File: src/rtl/epmp_pkg.sv
// Shared encodings and the lockdown permission decodes.
// Assumes the masks use bit 0 = R, bit 1 = W, bit 2 = X.
package epmp_pkg;
    localparam int CFG_W   = 8;
    localparam int R_BIT   = 0;
    localparam int W_BIT   = 1;
    localparam int X_BIT   = 2;
    localparam int MODE_LO = 3;
    localparam int L_BIT   = 7;

    localparam logic [1:0] PRIV_MACHINE = 2'b11;

    typedef logic [2:0] perm_t;
    localparam perm_t P_NONE = 3'b000;
    localparam perm_t P_R    = 3'b001;
    localparam perm_t P_RW   = 3'b011;
    localparam perm_t P_X    = 3'b100;
    localparam perm_t P_RX   = 3'b101;
    localparam perm_t P_RWX  = 3'b111;

    // Lockdown decode for machine-mode accesses, index {L,R,W,X}.
    function automatic perm_t lock_machine(input logic [3:0] idx);
        case (idx)
            4'd2, 4'd3, 4'd14:  lock_machine = P_RW;
            4'd9, 4'd10:        lock_machine = P_X;
            4'd11, 4'd13:       lock_machine = P_RX;
            4'd12, 4'd15:       lock_machine = P_R;
            default:            lock_machine = P_NONE;
        endcase
    endfunction

    // Lockdown decode for lower-mode accesses, index {L,R,W,X}.
    function automatic perm_t lock_lower(input logic [3:0] idx);
        case (idx)
            4'd1, 4'd10, 4'd11: lock_lower = P_X;
            4'd2, 4'd4, 4'd15:  lock_lower = P_R;
            4'd3, 4'd6:         lock_lower = P_RW;
            4'd5:               lock_lower = P_RX;
            4'd7:               lock_lower = P_RWX;
            default:            lock_lower = P_NONE;
        endcase
    endfunction
endpackage

File: src/rtl/epmp_entry_sel.sv
// Finds the lowest-numbered applicable entry and forwards its config byte.
// Assumes the range flags are already qualified by upstream address decode.
module epmp_entry_sel
    import epmp_pkg::*;
#(
    parameter int NUM_ENTRIES = 8
) (
    input  logic [NUM_ENTRIES*CFG_W-1:0] entry_cfg,
    input  logic [NUM_ENTRIES-1:0]       start_hit,
    input  logic [NUM_ENTRIES-1:0]       end_hit,
    output logic [NUM_ENTRIES-1:0]       sel_vec,
    output logic                         any_hit,
    output logic [CFG_W-1:0]             sel_cfg
);
    logic [NUM_ENTRIES-1:0] applies;

    // Per entry: both range flags set and region mode enabled.
    for (genvar gi = 0; gi < NUM_ENTRIES; gi++) begin : g_apply
        assign applies[gi] = start_hit[gi] && end_hit[gi] &&
                             (entry_cfg[gi*CFG_W+MODE_LO +: 2] != 2'b00);
    end

    // Priority pick: the first applying entry from index 0 upward wins.
    always_comb begin
        logic found;
        found   = 1'b0;
        sel_vec = '0;
        sel_cfg = '0;
        for (int i = 0; i < NUM_ENTRIES; i++) begin
            if (applies[i] && !found) begin
                found      = 1'b1;
                sel_vec[i] = 1'b1;
                sel_cfg    = entry_cfg[i*CFG_W +: CFG_W];
            end
        end
        any_hit = found;
    end
endmodule

File: src/rtl/epmp_rule_eval.sv
// Computes the permission mask given by the deciding entry.
// Assumes cfg is the selected entry's byte; valid only when an entry hit.
module epmp_rule_eval
    import epmp_pkg::*;
(
    input  logic [CFG_W-1:0] cfg,
    input  logic             is_machine,
    input  logic             lockdown,
    output perm_t            mask
);
    logic [3:0] idx;
    logic       locked;

    assign locked = cfg[L_BIT];
    assign idx    = {cfg[L_BIT], cfg[R_BIT], cfg[W_BIT], cfg[X_BIT]};

    // Classic lock-and-mask rule, or one of the two lockdown decodes.
    always_comb begin
        if (!lockdown) begin
            mask = (is_machine && !locked) ? P_RWX : cfg[2:0];
        end else if (is_machine) begin
            mask = lock_machine(idx);
        end else begin
            mask = lock_lower(idx);
        end
    end
endmodule

File: src/rtl/epmp_default_policy.sv
// Decides accesses that hit no entry from the two policy bits.
// Assumes the caller uses these outputs only when no entry applies.
module epmp_default_policy
    import epmp_pkg::*;
(
    input  logic  is_machine,
    input  perm_t req,
    input  logic  lockdown,
    input  logic  allowlist_only,
    output perm_t mask,
    output logic  grant
);
    // Fallback ordering: allow-list first, then lockdown, then classic.
    always_comb begin
        if (allowlist_only) begin
            mask  = P_NONE;
            grant = 1'b0;
        end else if (lockdown) begin
            grant = is_machine && !req[X_BIT];
            mask  = grant ? P_RW : P_NONE;
        end else begin
            grant = is_machine;
            mask  = is_machine ? P_RWX : P_NONE;
        end
    end
endmodule

File: src/rtl/epmp_resolver.sv
// Top: combines entry selection, rule evaluation and the fallback policy,
// then presents the result directly or through one register (REG_OUT).
// Assumes priv_lvl 2'b11 is machine mode; synchronous active-low reset.
module epmp_resolver
    import epmp_pkg::*;
#(
    parameter int NUM_ENTRIES = 8,
    parameter bit REG_OUT     = 1'b1
) (
    input  logic                         clk,
    input  logic                         rst_n,
    input  logic [NUM_ENTRIES*CFG_W-1:0] entry_cfg,
    input  logic [NUM_ENTRIES-1:0]       start_hit,
    input  logic [NUM_ENTRIES-1:0]       end_hit,
    input  logic [1:0]                   priv_lvl,
    input  logic [2:0]                   acc_req,
    input  logic                         lockdown,
    input  logic                         allowlist_only,
    output logic [2:0]                   perm_mask,
    output logic                         access_ok
);
    logic [NUM_ENTRIES-1:0] sel_vec;
    logic                   any_hit;
    logic [CFG_W-1:0]       sel_cfg;
    logic                   is_machine;
    perm_t                  rule_mask, def_mask, comb_mask;
    logic                   def_grant, comb_grant;

    assign is_machine = (priv_lvl == PRIV_MACHINE);

    epmp_entry_sel #(.NUM_ENTRIES(NUM_ENTRIES)) u_sel (
        .entry_cfg (entry_cfg),
        .start_hit (start_hit),
        .end_hit   (end_hit),
        .sel_vec   (sel_vec),
        .any_hit   (any_hit),
        .sel_cfg   (sel_cfg)
    );

    epmp_rule_eval u_rule (
        .cfg        (sel_cfg),
        .is_machine (is_machine),
        .lockdown   (lockdown),
        .mask       (rule_mask)
    );

    epmp_default_policy u_def (
        .is_machine     (is_machine),
        .req            (acc_req),
        .lockdown       (lockdown),
        .allowlist_only (allowlist_only),
        .mask           (def_mask),
        .grant          (def_grant)
    );

    // Choose the entry result or the fallback; grant needs a full subset.
    always_comb begin
        if (any_hit) begin
            comb_mask  = rule_mask;
            comb_grant = ((acc_req & ~rule_mask) == 3'b000);
        end else begin
            comb_mask  = def_mask;
            comb_grant = def_grant;
        end
    end

    if (REG_OUT) begin : g_reg
        logic [2:0] mask_q;
        logic       ok_q;
        // Output stage: one cycle of latency, cleared by reset.
        always_ff @(posedge clk) begin
            if (!rst_n) begin
                mask_q <= '0;
                ok_q   <= 1'b0;
            end else begin
                mask_q <= comb_mask;
                ok_q   <= comb_grant;
            end
        end
        assign perm_mask = mask_q;
        assign access_ok = ok_q;

        // registered outputs track the previous cycle's decision.
        p_reg_follow_r12: assert property (@(posedge clk) disable iff (!rst_n)
            $past(rst_n) |-> (perm_mask == $past(comb_mask) && access_ok == $past(comb_grant)));
    end else begin : g_comb
        assign perm_mask = comb_mask;
        assign access_ok = comb_grant;
    end

    // at most one entry is ever chosen.
    p_single_sel_r3: assert property (@(posedge clk) disable iff (!rst_n)
        $onehot0(sel_vec));

    // allow-list-only with no hit denies everything.
    p_allowlist_deny_r7: assert property (@(posedge clk) disable iff (!rst_n)
        (!any_hit && allowlist_only) |-> (comb_mask == P_NONE && !comb_grant));

    // a grant never exceeds the mask.
    p_grant_subset_r8: assert property (@(posedge clk) disable iff (!rst_n)
        comb_grant |-> ((acc_req & ~comb_mask) == 3'b000));

    // machine mode under lockdown never obtains RWX through an entry.
    p_no_rwx_machine_r5: assert property (@(posedge clk) disable iff (!rst_n)
        (any_hit && lockdown && is_machine) |-> (comb_mask != P_RWX));
endmodule

File: config.mk
export PLATFORM = sky130hd
export DESIGN_NAME = epmp_resolver
export DESIGN_NICKNAME = d
export VERILOG_FILES = /design/src/rtl/epmp_pkg.sv /design/src/rtl/epmp_entry_sel.sv /design/src/rtl/epmp_rule_eval.sv /design/src/rtl/epmp_default_policy.sv /design/src/rtl/epmp_resolver.sv
export SDC_FILE = /design/constraint.sdc
export NUM_CORES = 1
export LEC_CHECK = 0
export ABC_CLOCK_PERIOD_IN_PS = 4059
export BUFFER_PORTS_ARGS = -buffer_cell sky130_fd_sc_hd__buf_2
export CORE_MARGIN = 2
export CORE_UTILIZATION = 25
export DETAILED_ROUTE_END_ITERATION = 8
export GPL_TIMING_DRIVEN = 0
export SETUP_SLACK_MARGIN = 0.5
export SLEW_MARGIN = 20
export SYNTH_ARGS = -nofsm -noshare
export SYNTH_HDL_FRONTEND = slang
export SYNTH_HIERARCHICAL = 1
export SYNTH_SLANG_ARGS = --single-unit
File: constraint.sdc
create_clock -name clk -period 4.06 [get_ports clk]
set_input_delay 0.406 -clock clk [delete_from_list [all_inputs] [get_ports clk]]
set_output_delay 0.406 -clock clk [all_outputs]
set_load 0.05 [all_outputs]
==> results.toml, run 1 <==
[timing]
drv_slew = 0
slew_headroom_pct = 61.3
grt_setup_unrepaired = "no"
tightest_slew_ns = 0.580
finalSetupViolCount = 0
fin_crit_sh_pct = 69.5
fin_ws_ns = 1.24
period_minus_slack_ns = 2.82
finalHoldViolations = 0
fmax_mhz = 354
finalSetupTns_ns = 0

[pwr]
p_per_area_nw_per_um2 = 221
irDropWorstVdd_mv = 0.0594
power_leakage_uw = 0.000731
total_power_uw = 329

[worst_setup_path]
path_depth = 12
critPathCaptureType = "flip-flop"
crit_fanout = 8
slowest_stage = "a221oi_2"
crit_path_start_kind = "input port"
crit_buf_inv = 2
path_class = "input port to flip-flop"
slowest_delay_ns = 0.47
required_ns = 4.17
arrival_ns = 2.94
path_cells = "buf_2 -> o211a_4 -> or3_4 -> buf_6 -> nand3_1 -> nand2_1 -> a221oi_2 -> nor2b_1 -> o221ai_1 -> o211ai_1 -> nor2b_1 -> o41ai_2"
critical_path.top_delay_family = "compound AO/OA/AOI/OAI gates"
crit_path_frequent_cell = "nor2b_1"

[floorplanning]
ioPinCount = 93
dieArea_um2 = 4540
floorplan.rows = 23
core_area_um2 = 3940
start_util_pct = 25.5
dieHeight_um = 67.4
die_w_um = 67.4

[grt]
overflow = 0
track_usage_pct = 14.0
grt_pass1_vias = 1221
grt_start_max_net_pins = 11
grt_pass1_wl_mm = 5.04
antenna_found_initial = 0

[run_status]
status = "complete, no violations"

[clock_network]
clockBufferDepth = 2
h-tree-depth = 1
numCtsBuffers = 3
cts_resized = 0
postCtsHoldBufs = 0
cts_setup_buffers = 0
cts-root-buf = "clkbuf_8"
clk_pin_slew_ns = 0.03
clock-sinks = 4
cts_tree = "done"

[finish]
area_growth_pct = 48.3
finalNetCount = 301
layout.cells.non_filler = 260
drive_above_1_share_pct = 49.5
diodes = 0
fin_area_um2 = 1490

[detailed_routing]
drt_iter0_markers = 45
met3_length_um = 218
route.met2.wl_mm = 1.43
top_layer = "met4"
drc = 0
vias_per_cell = 4.97
detail_route.first_pass.iterations = 6
m1WireLength_mm = 1.42
dr_total_vias = 1291
postRouteAntennaNets = 0
routed_wl_mm = 3.08
wl_per_cell_um = 11.9

[flow_run]
max_cap_viol_count = 0

[placement]
dp.cells = 257
place.gp.congestion = 0.796
post-place-ws_ns = 1.05
place_area_um2 = 1450
io_buffers = 76
dp_hpwl_mm = 2.65

[yosys]
yosysWarningCount = 6
synth_cells = 131
synth_area_um2 = 1000
syn_avg_cell_area_um2 = 7.66
synth_nets = 220

[min_path]
worstHoldStart = "rst_n"
hold_path.class = "input port to flip-flop"
min_path_cells = 2
worst_hold_path.endpoint = "perm_mask[2]$_SDFF_PN0_"
state kept, by name, indices dropped and copies added (netlist names):
| signal | cells |
|---|---|
| perm_mask | 3 |
| access_ok | 1 |
layout by cell type (no fill, tap or decap), types with 4 or more instances in the layout:
| cell | count |
|---|---|
| a21oi_1 | 5 |
| buf_2 | 79 |
| dfxtp_1 | 4 |
| nand2_1 | 11 |
| nor2_1 | 14 |
| nor2b_1 | 7 |
| nor3_1 | 4 |
| o211a_1 | 4 |
| o211ai_1 | 7 |
through the flow:
stage	utilization, %	hold slack (ns)
finish	37.7	0.463
global route	37.7	0.474
CTS	37.7	0.461
detailed placement	36.7	0.683
global placement	36.7	0.681
floorplan	-	0.534
metal layers:
metal	track usage (%)	vias to the layer above
met1	18.5	567
met5	0	-
met2	23.9	49
met4	3.83	0
met3	1.83	2
li1	-	673
how the worst max path moves through the flow:
stage / slack (ns) / startpoint / endpoint
2_1_floorplan: 1.44 / entry_cfg[43] / access_ok$_SDFF_PN0_
3_3_place_gp: 1.07 / entry_cfg[43] / access_ok$_SDFF_PN0_
3_5_place_dp: 1.05 / entry_cfg[43] / access_ok$_SDFF_PN0_
4_1_cts: 1.26 / entry_cfg[43] / access_ok$_SDFF_PN0_
5_1_grt: 0.98 / entry_cfg[43] / access_ok$_SDFF_PN0_
6_report: 1.24 / entry_cfg[43] / access_ok$_SDFF_PN0_
power breakdown:
part | switching (µW) | internal, µW | leakage, µW | total, µW
clock | 19.0 | 63.1 | 0.0000216 | 82.0
combinational | 110 | 91.1 | 0.000676 | 201
sequential | 0.929 | 45.2 | 0.0000330 | 46.1
total | 130 | 199 | 0.000731 | 329
final cells by class:
cell class              count  area, µm²
fillers                   440       2450
multi-input cells         113        830
repair buffers             76        380
flip-flops and latches      4       80.1
plain buffers              10       78.8
well taps                  50       62.6
clock buffers               3       41.3
inverters                   4       15.0
Note: power is estimated with default switching activity, not from simulation.
==> run 2: changes to the inputs <==
ABC_AREA = 1   (was unset)
ABC_CLOCK_PERIOD_IN_PS = 2900   (was 4059)
clock period = 2.9 ns   (was 4.06 ns; I/O delays follow)
==> results.toml, run 2 <==
[min_path]
min_path_cells = 3
hold_path.class = "input port to flip-flop"
worstHoldStart = "rst_n"
worst_hold_path.endpoint = "perm_mask[0]$_SDFF_PN0_"

[grt]
grt_pass1_vias = 1340
grt_start_max_net_pins = 9
track_usage_pct = 14.2
antenna_found_initial = 0
overflow = 0
grt_pass1_wl_mm = 5.14

[floorplanning]
dieArea_um2 = 4510
floorplan.rows = 22
start_util_pct = 26.6
core_area_um2 = 3740
die_w_um = 67.2
ioPinCount = 93
dieHeight_um = 67.2

[finish]
final_cell_mix = "buf_2, nand2_1, nor2_1"
fin_area_um2 = 1480
largest_reg_flops = 3
area_growth_pct = 48.3
drive_above_1_share_pct = 42.2
final_common_cell = "buf_2"
finalNetCount = 359
diodes = 0

[pwr]
power_leakage_uw = 0.000899
power_switching_uw = 177
switching_share_pct = 41.7
irDropWorstVdd_mv = 0.0963
p_int_uw = 247
comb_power_share_pct = 58.1
clkPwrFrac_pct = 26.8
p_per_area_nw_per_um2 = 287
p_seq_share_pct = 15.1

[worst_setup_path]
path_class = "input port to flip-flop"
crit_fanout = 7
critPathCaptureType = "flip-flop"
arrival_ns = 2.10
required_ns = 3.04
crit_path_start_kind = "input port"

[detailed_routing]
drc = 0
dr_total_vias = 1337
postRouteAntennaNets = 0
drt_iter0_markers = 76
wl_per_cell_um = 8.77
vias_per_cell = 4.23
detail_route.first_pass.iterations = 4
routed_wl_mm = 2.77

[run_status]
status = "complete, no violations"

[placement]
place_area_um2 = 1440
place.gp.congestion = 0.870
io_buffers = 76
dp_hpwl_mm = 2.45

[clock_network]
cts_tree = "done"
numCtsBuffers = 3
clock-sinks = 4
clk_pin_slew_ns = 0.03
clockBufferDepth = 2
cts_resized = 0
h-tree-depth = 1
postCtsHoldBufs = 0
cts_setup_buffers = 0
cts-root-buf = "clkbuf_8"

[yosys]
synth_nets = 278
synth_area_um2 = 997
synth_cells = 189
yosysWarningCount = 6
syn_avg_cell_area_um2 = 5.28

[timing]
drv_slew = 0
tightest_slew_ns = 0.352
grt_setup_unrepaired = "no"
fin_crit_sh_pct = 67.7
holdWs_ns = 0.351
slew_headroom_pct = 76.4
finalHoldViolations = 0
finalSetupTns_ns = 0
period_minus_slack_ns = 1.96
finalSetupViolCount = 0
fmax_mhz = 509

[flow_run]
max_cap_viol_count = 0
## run 2: how the worst max path moves through the flow
stage	from	to	slack, ns	cells after the start
after floorplan	start_hit[2]	access_ok$_SDFF_PN0_	1.07	18
after global placement	entry_cfg[4]	access_ok$_SDFF_PN0_	0.78	18
after detailed placement	entry_cfg[4]	access_ok$_SDFF_PN0_	0.74	18
after CTS	entry_cfg[4]	access_ok$_SDFF_PN0_	0.95	18
after global routing	entry_cfg[11]	access_ok$_SDFF_PN0_	0.59	16
final	entry_cfg[4]	access_ok$_SDFF_PN0_	0.94	18
## run 2: area by class of cell
class                      count  area (µm²)
sequential                     4        80.1
tap                           48        60.1
multi-input combinational    145         752
clock buffer                   3        41.3
fill                         431        2260
inverter                      37         139
timing repair buffer          76         380
buffer                         3        26.3
## run 2: metrics by stage
stage | power [µW] | std cells | util, % | setup WS, ns
finish | 424 | 316 | 39.5 | 0.937
global route | 469 | 316 | 39.5 | 0.586
global placement | 311 | 313 | 38.4 | 0.779
detailed placement | 312 | 313 | 38.4 | 0.737
floorplan | 234 | 189 | - | 1.07
CTS | 428 | 316 | 39.5 | 0.950
## run 2: layer usage
metal | track usage, % | up-vias | share of wire [%]
met5 | 0 | - | 0
met4 | 5.87 | 0 | 1.7
met3 | 2.00 | 4 | 7.0
met2 | 25.0 | 48 | 48
met1 | 17.1 | 539 | 44
li1 | - | 746 | -
## run 2: power groups by stage
| stage | clock network [µW] | registers, µW | logic, µW |
|---|---|---|---|
| global route | 121 | 64.9 | 283 |
| detailed placement | 0 | 65.0 | 247 |
| finish | 114 | 64.1 | 246 |
| global placement | 0 | 64.8 | 246 |
| floorplan | 0 | 92.0 | 142 |
| CTS | 116 | 64.2 | 247 |
## run 2: critical path, cell delays in order
cell,delay [ns]
buf_2,0.10
nor2_1,0.13
nor2_2,0.09
nor2_4,0.12
nand4_4,0.10
nor2_2,0.21
nand4_1,0.15
nand3_2,0.19
inv_2,0.05
nand3_1,0.10
nand2_1,0.07
nor2_2,0.08
nor2_1,0.04
nor2_1,0.09
inv_1,0.06
nand2_1,0.05
nand3_1,0.07
a21oi_1,0.12
==> run 3: changes to the inputs <==
ABC_AREA = 0   (was 1)
ABC_CLOCK_PERIOD_IN_PS = 1700   (was 2900)
clock period = 1.7 ns   (was 2.9 ns; I/O delays follow)
==> results.toml, run 3 (same netlist as run 1, synthesis figures left out) <==
[grt]
grt_pass1_vias = 1249
antenna_found_initial = 0
grt_start_max_net_pins = 11
track_usage_pct = 14.1
grt_pass1_wl_mm = 5.09
overflow = 0

[clock_network]
clk_pin_slew_ns = 0.03
cts-root-buf = "clkbuf_8"
clock-sinks = 4
postCtsHoldBufs = 0
cts_tree = "done"
clockBufferDepth = 2
numCtsBuffers = 3
h-tree-depth = 1

[pwr]
p_int_uw = 573
p_seq_share_pct = 11.9
irDropWorstVdd_mv = 0.169
clkPwrFrac_pct = 20.7
comb_power_share_pct = 67.5
power_leakage_uw = 0.000873
power_switching_uw = 358
p_per_area_nw_per_um2 = 513
switching_share_pct = 38.4

[finish]
nFillCells = 423
drive_above_1_share_pct = 61.7
diodes = 0
finalNetCount = 321
largest_reg_flops = 3
final_common_cell = "buf_2"
final_cell_mix = "buf_2, buf_4, nor2_1"
area_growth_pct = 80.9

[timing]
slew_headroom_pct = 63.7
period_minus_slack_ns = 2.29
finalSetupViolCount = 4
fin_ws_ns = -0.594
fmax_mhz = 436
finalSetupTns_ns = -2.11
fin_crit_sh_pct = 135
tightest_slew_ns = 0.545
drv_slew = 0
finalHoldViolations = 0
grt_setup_unrepaired = "yes"
holdWs_ns = 0.223

[floorplanning]
ioPinCount = 93
start_util_pct = 25.5
dieArea_um2 = 4540
die_w_um = 67.4
dieHeight_um = 67.4
floorplan.rows = 23
core_area_um2 = 3940

[placement]
place.gp.congestion = 0.768
io_buffers = 76
dp_hpwl_mm = 2.64

[worst_setup_path]
required_ns = 1.81
crit_fanout = 5
crit_path_start_kind = "input port"
critPathCaptureType = "flip-flop"
arrival_ns = 2.41
path_class = "input port to flip-flop"
cp-startpoint = "entry_cfg[4]"

[detailed_routing]
routed_wl_mm = 3.47
postRouteAntennaNets = 0
vias_per_cell = 4.96
detail_route.first_pass.iterations = 4
wl_per_cell_um = 12.4
drt_iter0_markers = 29
drc = 0
dr_total_vias = 1389

[min_path]
hold_path.class = "input port to flip-flop"
worstHoldStart = "rst_n"

[run_status]
status = "complete, but fails checks"
violations = "setup timing"

[flow_run]
max_cap_viol_count = 0
==> run 3: cell types whose count changed in the layout (fill, tap and decap cells not counted), moves of 7 or more <==
cell | before | now
buf_4 | 2 | 24
nand2_1 | 51 | 9
nor2_2 | 7 | 0
nand3_1 | 17 | 2
o211ai_1 | 0 | 7
buf_6 | 1 | 8
inv_1 | 29 | 2
nor2_1 | 36 | 14
nand4_1 | 8 | 1
==> run 3: per-stage QoR <==
step	cell area, µm²	power [µW]	utilization [%]	std cells	worst slack, ns
floorplan	1040	447	-	131	-0.571
global placement	1490	609	37.7	257	-0.961
detailed placement	1490	612	37.7	257	-0.935
CTS	1750	903	44.4	277	-0.589
global route	1820	997	46.0	280	-0.714
finish	1820	931	46.0	280	-0.594
==> run 3: path summary, 6_finish.rpt <==
path                                   to  slack (ns)  cells past startpoint
setup / recovery     access_ok$_SDFF_PN0_       -0.59                     12
hold / removal    perm_mask[1]$_SDFF_PN0_        0.22                      2
==> run 3: power by group through the flow <==
stage | logic (µW) | clock network [µW] | registers [µW]
4_1_cts | 596 | 197 | 111
5_1_grt | 680 | 205 | 111
6_report | 628 | 193 | 110
2_1_floorplan | 287 | 0 | 161
3_5_place_dp | 500 | 0 | 112
3_3_place_gp | 497 | 0 | 111
==> run 3: final cells by class <==
| cell class | instances | area, µm² | share of cell area (%) |
|---|---|---|---|
| multi-input cells | 113 | 957 | 52.7 |
| clock buffers | 3 | 41.3 | 2.27 |
| inverters | 4 | 15.0 | 0.827 |
| flip-flops and latches | 4 | 80.1 | 4.41 |
| well taps | 50 | 62.6 | 3.45 |
| repair buffers | 96 | 578 | 31.8 |
| plain buffers | 10 | 81.3 | 4.48 |
==> run 3: routing by layer <==
| metal | track usage [%] | wire [µm] | vias to the layer above |
|---|---|---|---|
| li1 | - | - | 716 |
| met1 | 16.7 | 1440 | 625 |
| met2 | 27.6 | 1760 | 48 |
| met3 | 1.67 | 268 | 0 |
| met4 | 1.79 | 0 | 0 |
| met5 | 0 | 0 | - |
==> run 3: worst max-delay path, stage by stage <==
cell and delay, ns:
buf_6 0.09, o211ai_1 0.23, buf_4 0.18, nand2_2 0.05
or4_1 0.47, o211ai_1 0.17, a221oi_4 0.13, nor2b_4 0.15
o31a_1 0.26, o211ai_2 0.16, nor2b_1 0.08, o41ai_2 0.26
==> run 3: what timing repair did <==
action	in CTS	in global routing
pin swaps	11	8
buffers inserted	17	3
gates resized for setup	18	10
cloned	0	0
setup endpoints to repair	4	4
